**src/rtl/vsup_pkg.sv**
```systemverilog
package vsup_pkg;
   typedef enum logic [1:0] {
      CLAMP_OFF = 2'd0,
      CLAMP_LOW = 2'd1,
      CLAMP_TRI = 2'd2
   } clamp_e;

   localparam int unsigned FRAC_DEF      = 9;
   localparam int unsigned UV_FALL_DEF   = 461;
   localparam int unsigned UV_RISE_DEF   = 471;
   localparam int unsigned OV_TRIP_DEF   = 589;
   localparam int unsigned OV_REL_DEF    = 579;
endpackage

```
**src/rtl/vsup_scale_cmp.sv**
```systemverilog
module vsup_scale_cmp #(
   parameter int unsigned VW    = 12,
   parameter int unsigned FRAC  = 9,
   parameter int unsigned NUM   = 512,
   parameter bit          BELOW = 1'b0
) (
   input  logic [VW-1:0] target,
   input  logic [VW-1:0] meas,
   output logic          hit
);
   localparam int unsigned PW = VW + FRAC + 1;

   if (NUM >= (2 ** (FRAC + 1))) begin : g_bad_num
      $error("vsup_scale_cmp: NUM exceeds two times unity");
   end

   logic [PW-1:0] meas_s;
   logic [PW-1:0] thr_s;

   always_comb begin
      meas_s = {{(PW-VW-FRAC){1'b0}}, meas, {FRAC{1'b0}}};
      thr_s  = PW'(target) * PW'(NUM);
   end

   if (BELOW) begin : g_below
      assign hit = meas_s < thr_s;
   end else begin : g_above
      assign hit = meas_s > thr_s;
   end
endmodule

```
**src/rtl/vsup_uv_hyst.sv**
```systemverilog
module vsup_uv_hyst (
   input  logic clk,
   input  logic por_n,
   input  logic below_fall,
   input  logic above_rise,
   output logic uv
);
   always_ff @(posedge clk or negedge por_n) begin
      if (!por_n)          uv <= 1'b1;
      else if (uv)         uv <= !above_rise;
      else                 uv <= below_fall;
   end

   // between thresholds an active flag holds
   a_r3_uv_hold: assert property (@(posedge clk) disable iff (!por_n)
      (uv && !above_rise) |=> uv);
   // falling below the lower threshold sets the flag
   a_r2_uv_set: assert property (@(posedge clk) disable iff (!por_n)
      (below_fall) |=> uv);
endmodule

```
**src/rtl/vsup_ov_clamp.sv**
```systemverilog
module vsup_ov_clamp
   import vsup_pkg::*;
(
   input  logic   clk,
   input  logic   por_n,
   input  logic   tgt_nz,
   input  logic   above_trip,
   input  logic   below_rel,
   output clamp_e state
);
   clamp_e nxt;

   always_comb begin
      nxt = state;
      unique case (state)
         CLAMP_OFF: if (tgt_nz && above_trip) nxt = CLAMP_LOW;
         CLAMP_LOW: if (!above_trip && below_rel) nxt = CLAMP_TRI;
         CLAMP_TRI: if (above_trip) nxt = CLAMP_LOW;
         default:   nxt = CLAMP_LOW;
      endcase
   end

   always_ff @(posedge clk or negedge por_n) begin
      if (!por_n) state <= CLAMP_OFF;
      else        state <= nxt;
   end

   // latch is sticky
   a_r6_latch_sticky: assert property (@(posedge clk) disable iff (!por_n)
      (state != CLAMP_OFF) |=> (state != CLAMP_OFF));
   // a trip above the limit clamps low on the next cycle
   a_r5_trip_clamps: assert property (@(posedge clk) disable iff (!por_n)
      (tgt_nz && above_trip) |=> (state == CLAMP_LOW));
   // zero target cannot start a fault
   a_r9_no_trip_off: assert property (@(posedge clk) disable iff (!por_n)
      (state == CLAMP_OFF && !tgt_nz) |=> (state == CLAMP_OFF));
endmodule

```
**src/rtl/vout_supervisor.sv**
```systemverilog
module vout_supervisor
   import vsup_pkg::*;
#(
   parameter int unsigned VW      = 12,
   parameter int unsigned FRAC    = FRAC_DEF,
   parameter int unsigned UV_FALL = UV_FALL_DEF,
   parameter int unsigned UV_RISE = UV_RISE_DEF,
   parameter int unsigned OV_TRIP = OV_TRIP_DEF,
   parameter int unsigned OV_REL  = OV_REL_DEF
) (
   input  logic          clk,
   input  logic          por_n,
   input  logic [VW-1:0] target,
   input  logic [VW-1:0] meas,
   input  logic          ss_done,
   output logic          pgood,
   output logic          ov_latched,
   output logic          force_low,
   output logic          force_tristate
);
   if (VW < 2) begin : g_bad_vw
      $error("vout_supervisor: VW too small");
   end
   if (!(UV_FALL < UV_RISE && UV_RISE < OV_REL && OV_REL < OV_TRIP)) begin : g_bad_thr
      $error("vout_supervisor: thresholds out of order");
   end

   logic   below_fall, above_rise, above_trip, below_rel;
   logic   uv, tgt_nz, ss_q, tnz_q;
   clamp_e cst;

   assign tgt_nz = |target;

   vsup_scale_cmp #(.VW(VW), .FRAC(FRAC), .NUM(UV_FALL), .BELOW(1'b1)) u_cmp_fall (
      .target(target), .meas(meas), .hit(below_fall));
   vsup_scale_cmp #(.VW(VW), .FRAC(FRAC), .NUM(UV_RISE), .BELOW(1'b0)) u_cmp_rise (
      .target(target), .meas(meas), .hit(above_rise));
   vsup_scale_cmp #(.VW(VW), .FRAC(FRAC), .NUM(OV_TRIP), .BELOW(1'b0)) u_cmp_trip (
      .target(target), .meas(meas), .hit(above_trip));
   vsup_scale_cmp #(.VW(VW), .FRAC(FRAC), .NUM(OV_REL), .BELOW(1'b1)) u_cmp_rel (
      .target(target), .meas(meas), .hit(below_rel));

   vsup_uv_hyst u_uv (
      .clk(clk), .por_n(por_n), .below_fall(below_fall),
      .above_rise(above_rise), .uv(uv));

   vsup_ov_clamp u_ov (
      .clk(clk), .por_n(por_n), .tgt_nz(tgt_nz), .above_trip(above_trip),
      .below_rel(below_rel), .state(cst));

   always_ff @(posedge clk or negedge por_n) begin
      if (!por_n) begin
         ss_q  <= 1'b0;
         tnz_q <= 1'b0;
      end else begin
         ss_q  <= ss_done;
         tnz_q <= tgt_nz;
      end
   end

   assign ov_latched     = (cst != CLAMP_OFF);
   assign force_low      = (cst == CLAMP_LOW);
   assign force_tristate = (cst == CLAMP_TRI);
   assign pgood          = ss_q && tnz_q && !uv && !ov_latched;

   // never both force commands
   a_r7_exclusive: assert property (@(posedge clk) disable iff (!por_n)
      !(force_low && force_tristate));
   // force commands only come from the latched fault
   a_r4_force_needs_ov: assert property (@(posedge clk) disable iff (!por_n)
      (force_low || force_tristate) |-> ov_latched);
   // power-good only rises after soft-start was seen
   a_r8_pgood_needs_ss: assert property (@(posedge clk) disable iff (!por_n)
      $rose(pgood) |-> $past(ss_done));
   // zero target drops power-good
   a_r9_zero_target: assert property (@(posedge clk) disable iff (!por_n)
      (target == '0) |=> !pgood);
endmodule

```
**config.mk**
```make
export PLATFORM = sky130hd
export DESIGN_NAME = vout_supervisor
export DESIGN_NICKNAME = d
export VERILOG_FILES = /design/src/rtl/vsup_pkg.sv /design/src/rtl/vsup_scale_cmp.sv /design/src/rtl/vsup_uv_hyst.sv /design/src/rtl/vsup_ov_clamp.sv /design/src/rtl/vout_supervisor.sv
export SDC_FILE = /design/constraint.sdc
export NUM_CORES = 1
export LEC_CHECK = 0
export ABC_AREA = 1
export BUFFER_PORTS_ARGS = -buffer_cell sky130_fd_sc_hd__buf_2
export CORE_MARGIN = 2
export CORE_UTILIZATION = 50
export CTS_CLUSTER_DIAMETER = 60
export DETAILED_ROUTE_END_ITERATION = 8
export PLACE_DENSITY_LB_ADDON = 0.3
export SYNTH_ARGS = -nofsm -noshare
export SYNTH_HDL_FRONTEND = slang
export SYNTH_SLANG_ARGS = --single-unit
export TNS_END_PERCENT = 20
```
**constraint.sdc**
```tcl
create_clock -name clk -period 0.88 [get_ports clk]
set_input_delay 0.044 -clock clk [delete_from_list [all_inputs] [get_ports clk]]
set_output_delay 0.044 -clock clk [all_outputs]
set_load 0.03 [all_outputs]
```
# After elaboration in Yosys (flattened, before gate mapping)
# Index checks and enable logic that the tools add are counted.
[totals] reg_bits=5 inputBits=27 output_inout_bits=4 elab_cells=35
[classes] n_mul=4 n_lt_le_gt_ge=4 n_eq_ne=5 muxes=5 n_reduce_logical=13
[ops] operator="12-bit by 10-bit multiplier with 22-bit output (second input constant)" n=2
[ops] operator="12-bit by 9-bit multiplier with 21-bit output (second input constant)" n=2
[ops] operator="21-bit by 22-bit greater-than comparator with 1-bit output" n=1
[ops] operator="21-bit by 22-bit less-than comparator with 1-bit output" n=1
[ops] operator="21-bit greater-than comparator" n=1
[ops] operator="21-bit less-than comparator" n=1
[ops] operator="12-bit OR reduction" n=1
[ops] operator="2-bit two-way mux" n=3
[ops] operator="2-bit by 1-bit != test with 1-bit output (second input constant)" n=3
[ops] operator="2-bit case mux with 3 select lines" n=1
[ops] operator="1-bit logical AND" n=5
[ops] operator="1-bit logical NOT" n=4
[ops] operator="3-bit AND reduction" n=1
[ops] operator="2-bit by 1-bit == test with 1-bit output (second input constant)" n=1
[ops] operator="2-bit == test (second input constant)" n=1
[ops] operator="2-bit logical NOT" n=1
[ops] operator="2-bit nonzero test" n=1
[ops] operator="1-bit two-way mux" n=1

# Longest topological paths before layout
# Gate-level depths: netlist of the first run.
[logic_depth] word_depth=6 depth_mapped=33 depth_no_buf=33

# Modules after synthesis
# Synthesis of the first run repeated with hierarchy kept, for this count alone.
[unflattened] cells_unflattened=1420 hier_area_um2=10577.6
[modules_own_cells] module="vsup_scale_cmp (u_cmp_fall)" instances=1 cells_each=384 area_each_um2=2790.2 seq_area_each_um2=0.0
[modules_own_cells] module="vsup_scale_cmp (u_cmp_rise)" instances=1 cells_each=370 area_each_um2=2728.9 seq_area_each_um2=0.0
[modules_own_cells] module="vsup_scale_cmp (u_cmp_trip)" instances=1 cells_each=334 area_each_um2=2561.2 seq_area_each_um2=0.0
[modules_own_cells] module="vsup_scale_cmp (u_cmp_rel)" instances=1 cells_each=294 area_each_um2=2233.4 seq_area_each_um2=0.0
[modules_own_cells] module="vout_supervisor" instances=1 cells_each=20 area_each_um2=126.4 seq_area_each_um2=50.0
[modules_own_cells] module="vsup_ov_clamp" instances=1 cells_each=12 area_each_um2=92.6 seq_area_each_um2=50.0
[modules_own_cells] module="vsup_uv_hyst" instances=1 cells_each=6 area_each_um2=45.0 seq_area_each_um2=26.3

# Worst setup path before layout of the first run
# No wires, ideal clock.
[synth_path] kind="input-to-reg" from="input port target[8]" to="register u_ov.state[0]" setup_time_ps=116 arrival_ps=4519 slack_ps=-3755 path_stages=28 n_path_buf=0 cell_sequence="inv_1 ha_1 ha_1 fa_1 fa_1 inv_1 fa_1 inv_1 ha_1 nand2_1 inv_2 nand2_1 o21ai_1 nor2_1 o21ai_2 a21boi_1 xor2_1 ha_1 nand2_1 inv_1 a221oi_1 nand2_1 o21ai_1 nand2_1 nand3_2 nand2_2 nor2_1 nor2_1"
[synth_via] elab_chain_len=6 word_cells_on_any_way=12
[synth_lines] item="start, declared" line_no="vout_supervisor.sv:13" text="input logic [VW-1:0] target,"
[synth_lines] item="12-bit by 10-bit multiplier with 22-bit output" line_no="vsup_scale_cmp.sv:22" text="thr_s = PW'(target) * PW'(NUM);"
[synth_lines] item="21-bit by 22-bit greater-than comparator with 1-bit output" line_no="vsup_scale_cmp.sv:28" text="assign hit = meas_s > thr_s;"
[synth_lines] item="1-bit logical NOT" line_no="vsup_ov_clamp.sv:17" text="CLAMP_LOW: if (!above_trip && below_rel) nxt = CLAMP_TRI;"
[synth_lines] item="1-bit logical AND" line_no="vsup_ov_clamp.sv:17"
[synth_lines] item="2-bit by 1-bit != test with 1-bit output (no line)"
[synth_lines] item="3-bit AND reduction (no line) (*)"
[synth_lines] item="end signal, assigned" line_no="vsup_ov_clamp.sv:25" text="else state <= nxt;"
[synth_lines] item="end, declared" line_no="vsup_ov_clamp.sv:9" text="output clamp_e state"
# Mark *: on every way between the ends. The rest lies on a longest branch, timed or not.
# A chain may end at the register's enable or synchronous reset.

# Worst setup path after layout of the first run
[layout_path] from="input port target[3]" to="register u_uv.uv"
[layout_via] elab_chain_len=4 word_cells_on_any_way=6
[layout_lines] item="12-bit by 9-bit multiplier with 21-bit output" line_no="vsup_scale_cmp.sv:22"
[layout_lines] item="21-bit greater-than comparator" line_no="vsup_scale_cmp.sv:28"
[layout_lines] item="1-bit logical NOT" line_no="vsup_uv_hyst.sv:10" text="else if (uv) uv <= !above_rise;"
[layout_lines] item="1-bit two-way mux (*)" line_no="vsup_uv_hyst.sv:10"
[layout_lines] item="end signal, assigned" line_no="vsup_uv_hyst.sv:10"
[layout_lines] item="end signal, assigned" line_no="vsup_uv_hyst.sv:11" text="else uv <= below_fall;"
[layout_lines] item="end, declared" line_no="vsup_uv_hyst.sv:6" text="output logic uv"
# Marks and branches as above.

==> impl_metrics.ini, run 1 <==
[run_status]
outcome = finished, violations left
violations = negative setup slack

[sta]
setup_tns_ns = -12.21
hold_viol_final = 0
worstMarginPinSlew_ns = 0.3667
setup_slack_ns = -3.799
clock.fmax_mhz = 213.7
period_needed_ns = 4.679
setup_violations = 8
rsz0062_at_grt = yes
hold_slack_ns = 0.1740
fin_crit_sh_pct = 531.7
fin_worst_skew_ns = 0.00006561
drv_slew = 0
relSlewSlack_pct = 75.36

[synthesis]
synthTopCellsByArea = ha_1 37%, fa_1 20%, inv_1 10%
yosys_warnings = 0
synth_cell_types = 46
yosysMostFrequentCell = ha_1
yosys.area.top_type = ha_1
async_reset_ff_share_pct = 100.0
synth_common_cells = 256 x ha_1, 236 x inv_1, 159 x nand2_1
synth_edf_count = 0
synth_nets = 1451
ys.flop_type = dfrtp_1
syn_inst = 1080
ys_ff_latch = 5
ys_seq_area_share_pct = 1.463
synth_top_area_share_pct = 37.09
synth_area_mm2 = 0.008636
synth.avg_cell_area_um2 = 7.996

[cells_and_area]
finalInstanceArea_mm2 = 0.01179
drive_above_1_share_pct = 30.25
antennaDiodeCount = 0
nNetsFinal = 1747
area_delta_synth_final_pct = 36.56
nFillCells = 1338

[power]
peakVddDrop_uv = 3771
finalPower_mw = 39.39
power_density_mw_per_mm2 = 3341
p_leak_nw = 6.557

[place]
place.gp.congestion = 0.9444
dpl.hpwl_mm = 22.35
port_buffers = 30
placed_area_mm2 = 0.01112

[clock_tree]
cts.sinks = 5
clkLatencyLatePin_ns = 0.23
root_buffer = clkbuf_16
cts.clk_slew.worst_paths_ns = 0.04
cts_buffers = 3
htreeDepth = 1
cts_buffer_depth = 2
cts_tree = built

[global_routing]
track_usage_pct = 28.04
grt_start_max_net_pins = 11
grt_antenna_before_repair = 0
grt_pass1_wl_mm = 40.63
overflow = 0
grt_pass1_vias = 8629

[flow_run]
maxCapViolations = 0

[floorplanning]
die_w_um = 135.4
die_y_um = 135.4
core_mm2 = 0.01712
die_area_mm2 = 0.01834
start_util_pct = 50.45
fp-row-count = 48
num_io_pins = 31

[drt]
vias = 8240
viasPerCell = 5.150
dr.pass1.iters = 5
first_iter_violations = 313
drt-total-wl_mm = 25.19
detail_route.wl_per_cell_um = 15.74
ant_nets = 0
drcViolationCount = 0

[worst_setup_path]
cp_slowest_cell = fa_1
max_stage_delay_ns = 0.56
rrSetupSlack_ns = -0.06
worstPathCellList = buf_4 > fa_2 > buf_4 > fa_1 > inv_1 > fa_1 > fa_1 > inv_1 > ha_4 > a21oi_2 > o21ai_1 > a21oi_2 > o21ai_1 > a21boi_1 > o21ai_1 > xor2_1 > ha_1 > nand2_1 > inv_1 > o21ai_0 > nand2_1 > a211oi_1 > nand3_1 > o21ai_1
startpoint_type = primary input
critPathBufInv = 5
cp_max_fo = 5
cpLargestDelayFamily = adder cells
arrival_ns = 4.84
crit_path_end_kind = flip-flop
crit_required_ns = 1.04
cpMostUsedCell = o21ai_1
crit_type = primary input to flip-flop

[min_path]
hold_path_class = primary input to asynchronous set/reset pin
## metal layers
| layer | vias to the layer above | GRT usage (%) | routed length, µm |
|---|---|---|---|
| li1 | 4118 | - | - |
| met1 | 3927 | 35.31 | 10950 |
| met2 | 146 | 52.12 | 12740 |
| met3 | 49 | 1.309 | 663 |
| met4 | 0 | 7.813 | 838 |
| met5 | - | 0 | 0 |
## registers in the layout, indices dropped and copies added (netlist names)
register and flops:
u_ov.state 2, tnz_q 1, u_uv.uv 1, ss_q 1
## cell usage in the layout, fill, tap and decap left out, types with 5 or more instances in the layout
master	instances
buf_4	259
ha_4	28
nand3_1	25
xnor2_1	21
nand4_1	14
nand3_2	6
nor2_2	10
inv_2	21
a21o_1	5
a21oi_2	11
o31ai_1	5
o21bai_1	5
a21oi_1	69
o21ai_0	19
nor2_1	31
buf_2	19
nor3_1	8
nand2_2	11
buf_6	8
o21ai_1	9
inv_1	219
ha_1	227
xor2_1	38
nand2_1	153
fa_1	85
o21ai_2	7
## worst register-to-register path: stages (launching register included)
cell	delay (ns)
dfrtp_1	0.40
nor2_2	0.16
buf_4	0.12
nand2_1	0.05
nand2_1	0.07
nor2_1	0.04
## power by group
group          switching (mW)  total, mW  internal, mW
registers              0.0491      0.367         0.318
clock network           0.167      0.763         0.595
logic                    19.6       38.3          18.6
## final cells by class
class	count	area, µm²	area share [%]
clock buffer	3	75.07	0.6366
tap	225	281.5	2.387
timing repair buffer	291	2210	18.74
inverter	245	934.6	7.926
sequential	5	126.4	1.072
multi-input combinational	830	8160	69.20
clock inverter	1	5.005	0.04244
## worst paths after layout
| kind | to | depth (start not counted) | start |
|---|---|---|---|
| max reg2reg | u_ov.state[0]$_DFFE_PN0P_ | 5 | u_ov.state[1]$_DFFE_PN0P_ |
| min | u_ov.state[1]$_DFFE_PN0P_ | 2 | por_n |
| min reg2reg | u_uv.uv$_DFF_PN1_ | 2 | u_uv.uv$_DFF_PN1_ |
| max in group asynchronous | u_uv.uv$_DFF_PN1_ | 2 | por_n |
| min in group clk | u_uv.uv$_DFF_PN1_ | 7 | meas[11] |
| max | u_uv.uv$_DFF_PN1_ | 24 | target[3] |
## what timing repair did
item / CTS / global route
hold buffers: 2 / 0
buffers inserted: 11 / 4
pin swaps: 42 / 21
setup endpoints to repair: 8 / 8
gates resized for setup: 74 / 24
endpoints found under the hold margin: 6 / 0
## per-stage QoR
step | setup WS, ns | utilization, % | instances
5_1_grt | -4.003 | 68.90 | 1600
6_report | -3.799 | 68.90 | 1600
4_1_cts | -3.748 | 67.76 | 1596
2_1_floorplan | -3.497 | - | 1080
3_5_place_dp | -4.305 | 64.98 | 1579
3_3_place_gp | -4.256 | 64.98 | 1579
## logic make-up after synthesis
group / share of synthesized area, %
compound gates: 9.838
buf+inv: 10.65
fa+ha+maj: 57.49
flops: 1.463
simple gates: 14.37
xor+xnor: 6.187
(Power assumes the default switching activity.)
==> inputs of run 2 (changes only) <==
Settings changed: PLACE_DENSITY set to 0.67, PLACE_DENSITY_LB_ADDON 0.3 to not set.
==> impl_metrics.ini, run 2 (synthesized netlist as in run 1, its figures left out) <==
[sta]
fin_crit_sh_pct = 526.9
hold_slack_ns = 0.1945
setup_violations = 8
drv_slew = 0
period_needed_ns = 4.636
clock.fmax_mhz = 215.7
hold_viol_final = 0
setup_slack_ns = -3.756
relSlewSlack_pct = 73.57
rsz0062_at_grt = yes
worstMarginPinSlew_ns = 0.3950
fin_worst_skew_ns = 0.00007308

[cells_and_area]
drive_above_1_share_pct = 30.81
antennaDiodeCount = 0
nFillCells = 1355
finalInstanceArea_mm2 = 0.01188
nNetsFinal = 1758
final_common_cell = buf_4
largest_register = u_ov.state
area_delta_synth_final_pct = 37.60
layout_common_cells = 264 x buf_4, 230 x ha_1, 215 x inv_1
fin_cells = 1611
largest_reg_flops = 2

[worst_setup_path]
max_stage_delay_ns = 0.57
r2r_start = u_ov.state[0]$_DFFE_PN0P_
startpoint = target[7]
arrival_ns = 4.78
cpMostUsedCell = fa_1
cp_slowest_cell = fa_1
startpoint_type = primary input
crit_required_ns = 1.03
crit_path_end_kind = flip-flop
crit_type = primary input to flip-flop
worstPathCellList = buf_6 > clkinvlp_4 > fa_1 > inv_2 > fa_1 > inv_1 > fa_1 > fa_1 > inv_1 > ha_4 > nand2_1 > nor4_2 > nand2_1 > o2111ai_2 > xor2_1 > ha_1 > nand4_1 > nor2_4 > nand4_1 > a21oi_2 > o21ai_1
reg2reg_depth = 5
critPathBufInv = 5
r2r-end = u_ov.state[0]$_DFFE_PN0P_
cpLargestDelayFamily = adder cells
cp_max_fo = 5
rrSetupSlack_ns = -0.08

[global_routing]
grt_antenna_before_repair = 0
track_usage_pct = 28.03
grt_pass1_wl_mm = 40.37
overflow = 0
grt_start_max_net_pins = 11
grt_pass1_vias = 8520

[drt]
detail_route.wl_per_cell_um = 15.55
drcViolationCount = 0
viasPerCell = 5.078
vias = 8181
drt-total-wl_mm = 25.05
ant_nets = 0
dr.pass1.iters = 4
first_iter_violations = 321

[clock_tree]
cts_tree = built
cts.clk_slew.worst_paths_ns = 0.03
cts_buffer_depth = 2
cts.sinks = 5
htreeDepth = 1
root_buffer = clkbuf_16
cts_buffers = 3
clkLatencyLatePin_ns = 0.23

[place]
place.gp.congestion = 0.9544
dpl.hpwl_mm = 22.39
port_buffers = 30
dp_cells = 1588
placed_area_mm2 = 0.01118

[floorplanning]
start_util_pct = 50.45
die_y_um = 135.4
die_area_mm2 = 0.01834
num_io_pins = 31
fp-row-count = 48
die_w_um = 135.4
core_mm2 = 0.01712

[power]
seqPwrFrac_pct = 0.9
peakVddDrop_uv = 3871
p_leak_nw = 6.608
power_density_mw_per_mm2 = 3287
pwr-share-comb_pct = 97.2
switching_power_mw = 19.69
clock_power_share_pct = 1.9
finalPower_mw = 39.06
p_int_mw = 19.37
p_sw_share_pct = 50.41

[run_status]
outcome = finished, violations left
violations = negative setup slack

[flow_run]
maxCapViolations = 0

[min_path]
hold_path_class = primary input to asynchronous set/reset pin
-- run 2: per-stage QoR --
step | util (%) | setup TNS (ns) | setup WS (ns)
6_report | 69.42 | -12.14 | -3.756
5_1_grt | 69.42 | -13.10 | -3.997
4_1_cts | 69.01 | -11.87 | -3.708
3_5_place_dp | 65.30 | -13.54 | -4.411
3_3_place_gp | 65.30 | -13.35 | -4.377
2_1_floorplan | - | -10.77 | -3.497
-- run 2: layer usage --
metal  routed length, µm  global-route usage (%)  share of wire [%]  vias to the layer above
met5                   0                       0                  0                        -
met4                 787                   7.870                3.1                        0
met3                 828                   2.020                3.3                       43
met1               10860                   34.66                 43                     3854
li1                    -                       -                  -                     4130
met2               12580                   52.31                 50                      154
-- run 2: timing repair --
item / in CTS / in global routing
buffers inserted: 16 / 1
pin swaps: 62 / 7
hold buffers: 2 / 0
hold endpoints to repair: 6 / 0
setup endpoints to repair: 8 / 8
gates resized for setup: 98 / 13
-- run 2: worst max-delay path by stage --
stage	to	slack [ns]	cells after the start
final	u_uv.uv$_DFF_PN1_	-3.76	21
after global routing	u_ov.state[0]$_DFFE_PN0P_	-4.00	32
after CTS	u_uv.uv$_DFF_PN1_	-3.71	23
after detailed placement	u_uv.uv$_DFF_PN1_	-4.41	23
after global placement	u_uv.uv$_DFF_PN1_	-4.38	22
after floorplan	u_ov.state[0]$_DFFE_PN0P_	-3.50	30
-- run 2: power groups by stage --
stage	registers (mW)	clock network (mW)	logic (mW)
after global placement	0.350	0	33.7
after CTS	0.360	0.757	37.4
after global routing	0.377	0.785	42.1
after floorplan	0.348	0	21.3
final	0.364	0.744	37.9
after detailed placement	0.354	0	34.6
-- run 2: area by class of cell --
| class | count | area, µm² | area share (%) |
|---|---|---|---|
| Clock buffer | 4 | 78.83 | 0.6634 |
| Inverter | 245 | 943.4 | 7.939 |
| Multi-Input combinational cell | 830 | 8143 | 68.53 |
| Sequential cell | 5 | 126.4 | 1.063 |
| Tap cell | 225 | 281.5 | 2.369 |
| Timing Repair Buffer | 302 | 2310 | 19.44 |
==> inputs of run 3 (changes only) <==
Settings changed: BUFFER_PORTS_ARGS -buffer_cell sky130_fd_sc_hd__buf_2 to not set, DONT_BUFFER_PORTS set to 1, GPL_TIMING_DRIVEN set to 0, PLACE_DENSITY 0.67 to not set.
Clock period 0.88 ns to 5.9 ns, I/O delays scaled along.
==> impl_metrics.ini, run 3 (synthesized netlist as in run 1, its figures left out) <==
[run_status]
outcome = completed

[worst_setup_path]
crit_type = primary input to flip-flop
crit_path_end_kind = flip-flop
startpoint = target[8]
rrSetupSlack_ns = 4.57
cp_slowest_cell = fa_1
max_stage_delay_ns = 0.54
startpoint_type = primary input
reg2reg_depth = 5
worstSetupEndpoint = u_ov.state[0]$_DFFE_PN0P_
cp_max_fo = 12
cpMostUsedCell = nand2_1
arrival_ns = 5.54
crit_required_ns = 6.05
r2r_start = u_ov.state[0]$_DFFE_PN0P_
r2r-end = u_ov.state[0]$_DFFE_PN0P_

[cells_and_area]
final_common_cell = ha_1
largest_register = u_ov.state
layout_common_cells = 256 x ha_1, 236 x inv_1, 159 x nand2_1
largest_reg_flops = 2
finalInstanceArea_mm2 = 0.009006
antennaDiodeCount = 0
drive_above_1_share_pct = 3.226
nNetsFinal = 1457
area_delta_synth_final_pct = 4.289

[place]
port_buffers = 0
place.gp.congestion = 0.8955
dpl.hpwl_mm = 18.68
placed_area_mm2 = 0.008917

[drt]
ant_nets = 0
dr.pass1.iters = 5
vias = 6776
viasPerCell = 5.173
detail_route.wl_per_cell_um = 15.78
drcViolationCount = 0
first_iter_violations = 244
drt-total-wl_mm = 20.67

[sta]
hold_viol_final = 0
setup_tns_ns = 0
setup_violations = 0
drv_slew = 0
clock.fmax_mhz = 185.7
relSlewSlack_pct = 54.39
fin_worst_skew_ns = 0.00002527
rsz0062_at_grt = no
worstMarginPinSlew_ns = 0.6816
fin_crit_sh_pct = 91.28
period_needed_ns = 5.386

[power]
p_int_mw = 1.687
seqPwrFrac_pct = 1.3
peakVddDrop_uv = 307.7
switching_power_mw = 2.341
pwr-share-comb_pct = 95.9
p_sw_share_pct = 58.12
clock_power_share_pct = 2.8
p_leak_nw = 5.140
power_density_mw_per_mm2 = 447.2

[flow_run]
maxCapViolations = 0

[global_routing]
grt_pass1_vias = 6736
grt_antenna_before_repair = 0
track_usage_pct = 23.53
overflow = 0
grt_pass1_wl_mm = 33.69
grt_start_max_net_pins = 14

[clock_tree]
root_buffer = clkbuf_16
postCtsSetupBuffers = 0
holdBufCountCts = 1
cts_buffers = 3
cts_resized = 0
cts_tree = built
cts.clk_slew.worst_paths_ns = 0.03
cts_buffer_depth = 2
clkLatencyLatePin_ns = 0.22
cts.sinks = 5
htreeDepth = 1

[floorplanning]
num_io_pins = 31
die_w_um = 135.4
start_util_pct = 50.45
die_area_mm2 = 0.01834
fp-row-count = 48
die_y_um = 135.4
core_mm2 = 0.01712

[min_path]
hold_path_class = primary input to flip-flop
min_from = ss_done
-- run 3: cell count changes in the layout (fill, tap and decap cells not counted), moves of 17 or more --
cell / previous run / this run
buf_4: 264 / 0
ha_4: 25 / 0
inv_1: 215 / 236
buf_2: 17 / 0
buf_6: 18 / 0
ha_1: 230 / 256
-- run 3: worst min-delay path by stage --
stage                     cells past startpoint                   endpoint
final                                         0             ss_q$_DFF_PN0_
after global routing                          0             ss_q$_DFF_PN0_
after CTS                                     0             ss_q$_DFF_PN0_
after detailed placement                      0  u_ov.state[1]$_DFFE_PN0P_
after global placement                        0  u_ov.state[0]$_DFFE_PN0P_
after floorplan                               0             ss_q$_DFF_PN0_
-- run 3: final cells by class --
type,count,area (µm²)
fillers,1711,8110
multi-input cells,830,7590
inverters,245,919.6
repair buffers,1,10.01
flip-flops and latches,5,126.4
clock buffers,4,78.83
well taps,225,281.5
-- run 3: routing by layer --
layer  track usage (%)  wire, µm  up-vias
met1             32.18      9926     3160
met5                 0         0        -
met4             3.067       308        0
li1                  -         -     3523
met3             1.496       431       16
met2             42.08     10010       77
-- run 3: power by group through the flow --
stage | registers, mW | logic, mW | clock network [mW]
6_report | 0.0529 | 3.86 | 0.111
5_1_grt | 0.0539 | 4.46 | 0.116
4_1_cts | 0.0528 | 3.89 | 0.112
3_5_place_dp | 0.0532 | 3.86 | 0
3_3_place_gp | 0.0526 | 3.82 | 0
2_1_floorplan | 0.0519 | 3.02 | 0
-- run 3: stage by stage --
stage | hold slack (ns) | std cells | setup WS (ns) | power, mW | utilization, %
final | 0.09614 | 1310 | 0.5144 | 4.028 | 52.62
after global routing | 0.08722 | 1310 | 0.1077 | 4.626 | 52.62
after CTS | 0.09350 | 1310 | 0.4748 | 4.050 | 52.62
after detailed placement | -0.0004983 | 1305 | 0.2431 | 3.914 | 52.10
after global placement | -0.0005028 | 1305 | 0.2988 | 3.877 | 52.10
after floorplan | -0.0005911 | 1080 | 1.014 | 3.073 | -
-- run 3: worst max-delay path: cells and delay by family --
kind | cells | cell delay, ns
adders and majority gates | 7 | 2.78
and+or+nand+nor | 14 | 1.48
AOI/OAI and AO/OA | 4 | 0.51
buffers and inverters | 4 | 0.35
xor gates and xnor gates | 1 | 0.11
